[config.mk]
export PLATFORM = sky130hd
export DESIGN_NAME = lsx_top
export DESIGN_NICKNAME = d
export VERILOG_FILES = /design/src/rtl/lsx_pkg.sv /design/src/rtl/lsx_status_track.sv /design/src/rtl/lsx_link_timer.sv /design/src/rtl/lsx_xchg_fsm.sv /design/src/rtl/lsx_top.sv
export SDC_FILE = /design/constraint.sdc
export NUM_CORES = 1
export LEC_CHECK = 0
export BUFFER_PORTS_ARGS = -buffer_cell sky130_fd_sc_hd__buf_2
export CAP_MARGIN = 15
export CORE_AREA = 2 2 74 76
export DETAILED_ROUTE_END_ITERATION = 7
export DIE_AREA = 0 0 76 78
export GPL_TIMING_DRIVEN = 0
export HOLD_SLACK_MARGIN = 0.12
export PLACE_DENSITY = 0.58
export SLEW_MARGIN = 30
export SYNTH_ARGS = -nofsm -noshare
export SYNTH_HDL_FRONTEND = slang
export SYNTH_HIERARCHICAL = 1
export SYNTH_SLANG_ARGS = --single-unit
[constraint.sdc]
create_clock -name clk -period 6.36 [get_ports clk]
set_clock_uncertainty 0.15 [all_clocks]
set_input_delay 0.636 -clock clk [delete_from_list [all_inputs] [get_ports clk]]
set_output_delay 0.636 -clock clk [all_outputs]
set_load 0.02 [all_outputs]
[src/rtl/lsx_pkg.sv]
package lsx_pkg;
  localparam int WORD_W     = 16;
  localparam int BIT_LINK   = 15;
  localparam int BIT_ACK    = 14;
  localparam int BIT_DPLX   = 12;
  localparam int BIT_SPD_LO = 10;

  localparam logic [1:0] SPD_RSVD = 2'b11;

  typedef enum logic [1:0] {
    XS_DATA   = 2'd0,
    XS_SEND   = 2'd1,
    XS_SETTLE = 2'd2
  } xchg_state_e;

  typedef struct packed {
    logic       link;
    logic       fdx;
    logic [1:0] spd;
  } lsx_status_t;

  function automatic logic [WORD_W-1:0] make_word(input lsx_status_t s);
    logic [WORD_W-1:0] w;
    w = '0;
    w[0]                         = 1'b1;
    w[BIT_LINK]                  = s.link;
    w[BIT_DPLX]                  = s.fdx;
    w[BIT_SPD_LO+1:BIT_SPD_LO]   = s.spd;
    return w;
  endfunction
endpackage

[src/rtl/lsx_status_track.sv]
module lsx_status_track
  import lsx_pkg::*;
(
  input  logic        clk,
  input  logic        rst_n,
  input  logic        link_i,
  input  logic        fdx_i,
  input  logic [1:0]  speed_i,
  output lsx_status_t status_o,
  output logic        chg_o
);
  lsx_status_t st_q;
  lsx_status_t st_now;

  always_comb begin
    st_now.link = link_i;
    st_now.fdx  = fdx_i;
    st_now.spd  = (speed_i == SPD_RSVD) ? st_q.spd : speed_i;
  end

  assign chg_o    = (st_now != st_q);
  assign status_o = st_q;

  always_ff @(posedge clk) begin
    if (!rst_n) st_q <= '0;
    else        st_q <= st_now;
  end

  // reported speed is never the reserved code
  a_r3_no_rsvd_latched: assert property (@(posedge clk) disable iff (!rst_n)
    st_q.spd != SPD_RSVD);
endmodule

[src/rtl/lsx_link_timer.sv]
module lsx_link_timer #(
  parameter int CYC = 200000
) (
  input  logic clk,
  input  logic rst_n,
  input  logic start_i,
  output logic done_o
);
  localparam int CW = $clog2(CYC + 1);
  localparam logic [CW-1:0] LOAD = CW'(CYC - 1);

  logic [CW-1:0] cnt_q;

  always_ff @(posedge clk) begin
    if (!rst_n)              cnt_q <= '0;
    else if (start_i)        cnt_q <= LOAD;
    else if (cnt_q != '0)    cnt_q <= cnt_q - 1'b1;
  end

  assign done_o = (cnt_q == '0);

  // timer counts down by one each cycle until it expires
  a_r6_count_down: assert property (@(posedge clk) disable iff (!rst_n)
    (!start_i && !done_o) |=> (cnt_q == $past(cnt_q) - 1'b1));
  // a fresh start is never already expired
  a_r6_start_not_done: assert property (@(posedge clk) disable iff (!rst_n)
    start_i |=> !done_o);
endmodule

[src/rtl/lsx_xchg_fsm.sv]
module lsx_xchg_fsm
  import lsx_pkg::*;
(
  input  logic clk,
  input  logic rst_n,
  input  logic chg_i,
  input  logic ack_i,
  input  logic tmr_done_i,
  output logic tmr_start_o,
  output logic cfg_mode_o
);
  xchg_state_e st_q, st_d;
  logic        ack_seen_q, ack_seen_d;
  logic        ack_any;

  assign ack_any = ack_seen_q | ack_i;

  always_comb begin
    st_d        = st_q;
    ack_seen_d  = ack_seen_q;
    tmr_start_o = 1'b0;
    if (chg_i) begin
      st_d        = XS_SEND;
      ack_seen_d  = 1'b0;
      tmr_start_o = 1'b1;
    end else begin
      unique case (st_q)
        XS_DATA: ack_seen_d = 1'b0;
        XS_SEND: begin
          if (tmr_done_i && ack_any) begin
            st_d        = XS_SETTLE;
            ack_seen_d  = 1'b0;
            tmr_start_o = 1'b1;
          end else begin
            ack_seen_d = ack_any;
          end
        end
        XS_SETTLE: if (tmr_done_i) st_d = XS_DATA;
        default:   st_d = XS_DATA;
      endcase
    end
  end

  always_ff @(posedge clk) begin
    if (!rst_n) begin
      st_q       <= XS_DATA;
      ack_seen_q <= 1'b0;
    end else begin
      st_q       <= st_d;
      ack_seen_q <= ack_seen_d;
    end
  end

  assign cfg_mode_o = (st_q != XS_DATA);

  // a status change always (re)enters the sending state
  a_r4_chg_to_send: assert property (@(posedge clk) disable iff (!rst_n)
    chg_i |=> (st_q == XS_SEND));
  // leaving the sending state needs an expired timer and an acknowledge
  a_r5_send_exit_ack: assert property (@(posedge clk) disable iff (!rst_n)
    (st_q == XS_SETTLE && $past(st_q) == XS_SEND) |-> $past(tmr_done_i && ack_any));
  // data mode is reached only from the settle period with an expired timer
  a_r6_data_after_settle: assert property (@(posedge clk) disable iff (!rst_n)
    (st_q == XS_DATA && $past(st_q) != XS_DATA) |-> $past(st_q == XS_SETTLE && tmr_done_i));
endmodule

[src/rtl/lsx_top.sv]
module lsx_top
  import lsx_pkg::*;
#(
  parameter int LINK_TMR_CYC = 200000
) (
  input  logic        clk,
  input  logic        rst_n,
  input  logic        link_up_i,
  input  logic        full_dplx_i,
  input  logic [1:0]  speed_i,
  input  logic [15:0] rx_word_i,
  input  logic        rx_word_vld_i,
  output logic [15:0] tx_word_o,
  output logic        cfg_mode_o
);
  lsx_status_t status;
  logic        chg;
  logic        ack;
  logic        tmr_start;
  logic        tmr_done;

  lsx_status_track u_track (
    .clk      (clk),
    .rst_n    (rst_n),
    .link_i   (link_up_i),
    .fdx_i    (full_dplx_i),
    .speed_i  (speed_i),
    .status_o (status),
    .chg_o    (chg)
  );

  assign ack = rx_word_vld_i & rx_word_i[BIT_ACK];

  lsx_xchg_fsm u_fsm (
    .clk         (clk),
    .rst_n       (rst_n),
    .chg_i       (chg),
    .ack_i       (ack),
    .tmr_done_i  (tmr_done),
    .tmr_start_o (tmr_start),
    .cfg_mode_o  (cfg_mode_o)
  );

  lsx_link_timer #(.CYC(LINK_TMR_CYC)) u_tmr (
    .clk     (clk),
    .rst_n   (rst_n),
    .start_i (tmr_start),
    .done_o  (tmr_done)
  );

  assign tx_word_o = make_word(status);

  // fixed bits of the transmitted word
  a_r2_fixed_bits: assert property (@(posedge clk) disable iff (!rst_n)
    tx_word_o[0] && !tx_word_o[14] && !tx_word_o[13] && (tx_word_o[9:1] == '0));
  // a reserved speed request leaves the transmitted speed as it was
  a_r3_hold_speed: assert property (@(posedge clk) disable iff (!rst_n)
    (speed_i == SPD_RSVD) |=> (tx_word_o[11:10] == $past(tx_word_o[11:10])));
endmodule

==> metrics.json <==
{
  "power_and_ir_drop": {
    "vdd.ir_drop.worst_mv": 0.1201,
    "power_density_nw_per_um2": 191.1,
    "static-leakage-power_nw": 0.6741
  },
  "route": {
    "finalWirelength_um": 2892,
    "first_pass_iters": 4,
    "drt-vias-per-instance": 4.701,
    "route.detailed.wl_per_inst_um": 10.95,
    "number_of_remaining_drc_errors": 0,
    "num_vias": 1241,
    "drt-initial-drc-count": 55,
    "final_antenna_net_count": 0
  },
  "setup_path": {
    "setup.worst_path.start_class": "flip-flop",
    "setup.worst_path.class": "reg -> reg",
    "worst_path_largest_cell_delay_ns": 0.56,
    "worst_setup_ep_type": "flip-flop",
    "crit_family": "simple AND/OR/NAND/NOR gates",
    "critical_path_arrival_ns": 3.02,
    "rr_endpoint": "u_tmr/cnt_q[17]$_SDFFE_PN0P_",
    "timing.critical_path.fanout_max": 10,
    "worst-r2r-setup-slack_ns": 3.39,
    "number_of_cells_on_the_worst_reg_to_reg_path": 8,
    "critPathSlowestCell": "sky130_fd_sc_hd__nor3_1",
    "critPathBufInv": 1,
    "worstPathCellList": "nor3_1, nand2_1, nor2_1, o21ai_2, o21bai_1, clkbuf_1, o31ai_1, nor3_1",
    "crit_path_frequent_cell": "sky130_fd_sc_hd__nor3_1",
    "critPathRequiredTime_ns": 6.41,
    "regToRegStartpoint": "u_tmr/cnt_q[2]$_SDFFE_PN0P_"
  },
  "floorplan": {
    "initial_utilization_pct": 29.45,
    "placeableCoreArea_um2": 5042,
    "i_o_pin_cnt": 40,
    "die_area_um2": 5928,
    "row_count": 26,
    "die_h_um": 78,
    "die_x_um": 76
  },
  "grt": {
    "grt_start_max_net_pins": 14,
    "grt_pass1_wl_um": 5223,
    "grt_antenna_before_repair": 0,
    "grt_overflow": 0,
    "gr-usage-all-layers_pct": 10.47,
    "grt_pass1_vias": 1197
  },
  "sta": {
    "finalSetupTns_ns": 0,
    "final.hold.worst_slack_ns": 0.3448,
    "fin_crit_period_ns": 2.967,
    "rsz_0062_raised_after_global_routing": "false",
    "layout_worst_path_cycle_share_pct": 46.66,
    "report.final.slew_viol_count": 0,
    "timing_worst_slew_pin_value_ns": 0.6355,
    "max-slew-margin-rel_pct": 57.31,
    "setup_viol": 0,
    "hold_violations": 0,
    "clock.fmax_ghz": 0.3370
  },
  "cts": {
    "holdBufCountCts": 0,
    "ctsRootBufferMaster": "sky130_fd_sc_hd__clkbuf_8",
    "clock-sinks": 25,
    "total_clock_buffers_created_by_cts": 3,
    "clock_insertion_delay_worst_skew_ns": 0.27,
    "htree_levels": 1,
    "clock_tree.buffer_depth": 2,
    "cts_post_setup_buffers_inserted": 0,
    "cts_tree": "built",
    "count_of_cells_resized_by_post_cts_repair": 0,
    "clkSlewWorstSetupHoldPaths_ns": 0.09
  },
  "cells_and_area": {
    "multiInputGateArea_um2": 889.6,
    "filler_cell_count": 525,
    "mostFrequentLayoutCell": "sky130_fd_sc_hd__dfxtp_1",
    "mostFrequentLayoutCells": "25 x sky130_fd_sc_hd__dfxtp_1, 14 x sky130_fd_sc_hd__a21oi_1, 13 x sky130_fd_sc_hd__buf_2, 12 x sky130_fd_sc_hd__buf_4, 12 x sky130_fd_sc_hd__conb_1",
    "diodes_inserted": 0,
    "seq_area_um2": 500.5,
    "final_net_count": 220,
    "area_growth_pct": 15.50,
    "post_route_cells_drive_above_1_share_pct": 21.65
  },
  "logic_synthesis": {
    "synth_area_per_cell_um2": 8.840,
    "yosys_warnings": 6,
    "synthArstFlopShare_pct": 0,
    "synth_edf_count": 0,
    "netlist_instances": 168,
    "sequential_fraction_of_the_synthesis_area_pct": 33.70,
    "ys_seq_elements": 25,
    "synth-main-ff-cell": "sky130_fd_sc_hd__dfxtp_1",
    "yosysUniqueCellTypes": 48,
    "synthesis.area_um2": 1485
  },
  "placement": {
    "portbufs": 12,
    "gpl.final_weighted_congestion": 0.7588,
    "dp.final_hpwl_um": 2168
  },
  "run": {
    "maxCapViolCount": 0
  },
  "worst_hold_path": {
    "timing.hold.worst_path_depth": 2,
    "terminating_pin_of_the_worst_hold_path": "u_fsm/ack_seen_q$_SDFFE_PP0P_",
    "min_path_type": "reg -> reg",
    "min_from": "u_fsm/ack_seen_q$_SDFFE_PP0P_"
  },
  "run_status": {
    "run_status": "finished clean"
  }
}
==> flip-flops by register name, indices dropped and copies added (netlist names) <==
| register | flops |
|---|---|
| u_tmr/cnt_q | 18 |
| u_track/status_o | 4 |
| u_fsm/st_q | 2 |
| u_fsm/ack_seen_q | 1 |
==> worst reg2reg max path, stage by stage, from the launching register on <==
cell                       delay [ns]
sky130_fd_sc_hd__dfxtp_1         0.36
sky130_fd_sc_hd__nor3_1          0.56
sky130_fd_sc_hd__nand2_1         0.23
sky130_fd_sc_hd__nor2_1          0.35
sky130_fd_sc_hd__o21ai_2         0.14
sky130_fd_sc_hd__o21bai_1        0.39
sky130_fd_sc_hd__clkbuf_1        0.43
sky130_fd_sc_hd__o31ai_1         0.15
sky130_fd_sc_hd__nor3_1          0.13
==> kinds of logic after synthesis <==
family	share of synthesized area, %
AO/OA/AOI/OAI	22.50
other	0.5057
adder cells (fa/ha/maj)	1.685
AND/OR/NAND/NOR	30.92
flip-flops	33.70
XOR/XNOR	1.769
buffers and inverters	8.930
==> cells in the mapped netlist, drive strengths merged (3+ instances only) <==
cell type	n	area share, %
nand2	9	2.4
or3	6	2.5
nor4	6	3.8
and2	6	2.5
o31ai	4	2.0
o31a	7	4.1
a21boi	3	1.5
clkbuf	3	0.76
o21ai	5	1.9
or2	4	1.7
nor3	5	1.7
dfxtp	25	34
nand2b	7	4.0
or4	6	3.0
xor2	3	1.8
buf	13	6.4
nor2	6	1.5
a21oi	14	4.7
inv	7	1.8
==> how the worst max path moves through the flow <==
stage,from,endpoint,slack [ns],cells past startpoint
after global routing,u_tmr/cnt_q[0]$_SDFFE_PN0P_,u_tmr/cnt_q[3]$_SDFFE_PN0P_,3.01,10
after CTS,u_tmr/cnt_q[2]$_SDFFE_PN0P_,u_tmr/cnt_q[17]$_SDFFE_PN0P_,3.38,8
final,u_tmr/cnt_q[2]$_SDFFE_PN0P_,u_tmr/cnt_q[17]$_SDFFE_PN0P_,3.39,8
after global placement,u_tmr/cnt_q[2]$_SDFFE_PN0P_,u_tmr/cnt_q[17]$_SDFFE_PN0P_,3.41,8
after detailed placement,u_tmr/cnt_q[2]$_SDFFE_PN0P_,u_tmr/cnt_q[17]$_SDFFE_PN0P_,3.41,8
after floorplan,u_tmr/cnt_q[0]$_SDFFE_PN0P_,u_tmr/cnt_q[17]$_SDFFE_PN0P_,4.00,10
==> report_power, final <==
| part | switching [W] | leakage (nW) | internal [W] |
|---|---|---|---|
| logic | 0.0000332 | 0.445 | 0.0000263 |
| registers | 0.00000890 | 0.207 | 0.000164 |
| clock network | 0.0000502 | 0.0228 | 0.0000448 |
==> per-stage QoR <==
step           power (W)  setup slack (ns)  std cells  utilization (%)  instance area, µm²
2_1_floorplan  0.0002228             3.997        178                -                1523
3_3_place_gp   0.0002362             3.414        260            33.13                1670
3_5_place_dp   0.0002363             3.406        260            33.13                1670
4_1_cts        0.0003324             3.383        264            34.02                1715
5_1_grt        0.0003475             3.015        264            34.02                1715
6_report       0.0003279             3.393        264            34.02                1715
==> metal layers <==
metal  global-route usage, %  up-vias  share of wire (%)
met2                   18.13       30                 45
li1                        -      651                  -
met4                   1.636        0               0.59
met1                   13.34      558                 50
met5                       0        -                  0
met3                   2.791        2                4.4
==> area by class of cell <==
cell class,count,area share (%)
repair buffers,12,3.501
inverters,7,1.532
clock buffers,4,2.626
well taps,70,5.106
flip-flops and latches,25,29.18
multi-input cells,130,51.86
plain buffers,16,6.200
Power figures use the tool's default switching activity.
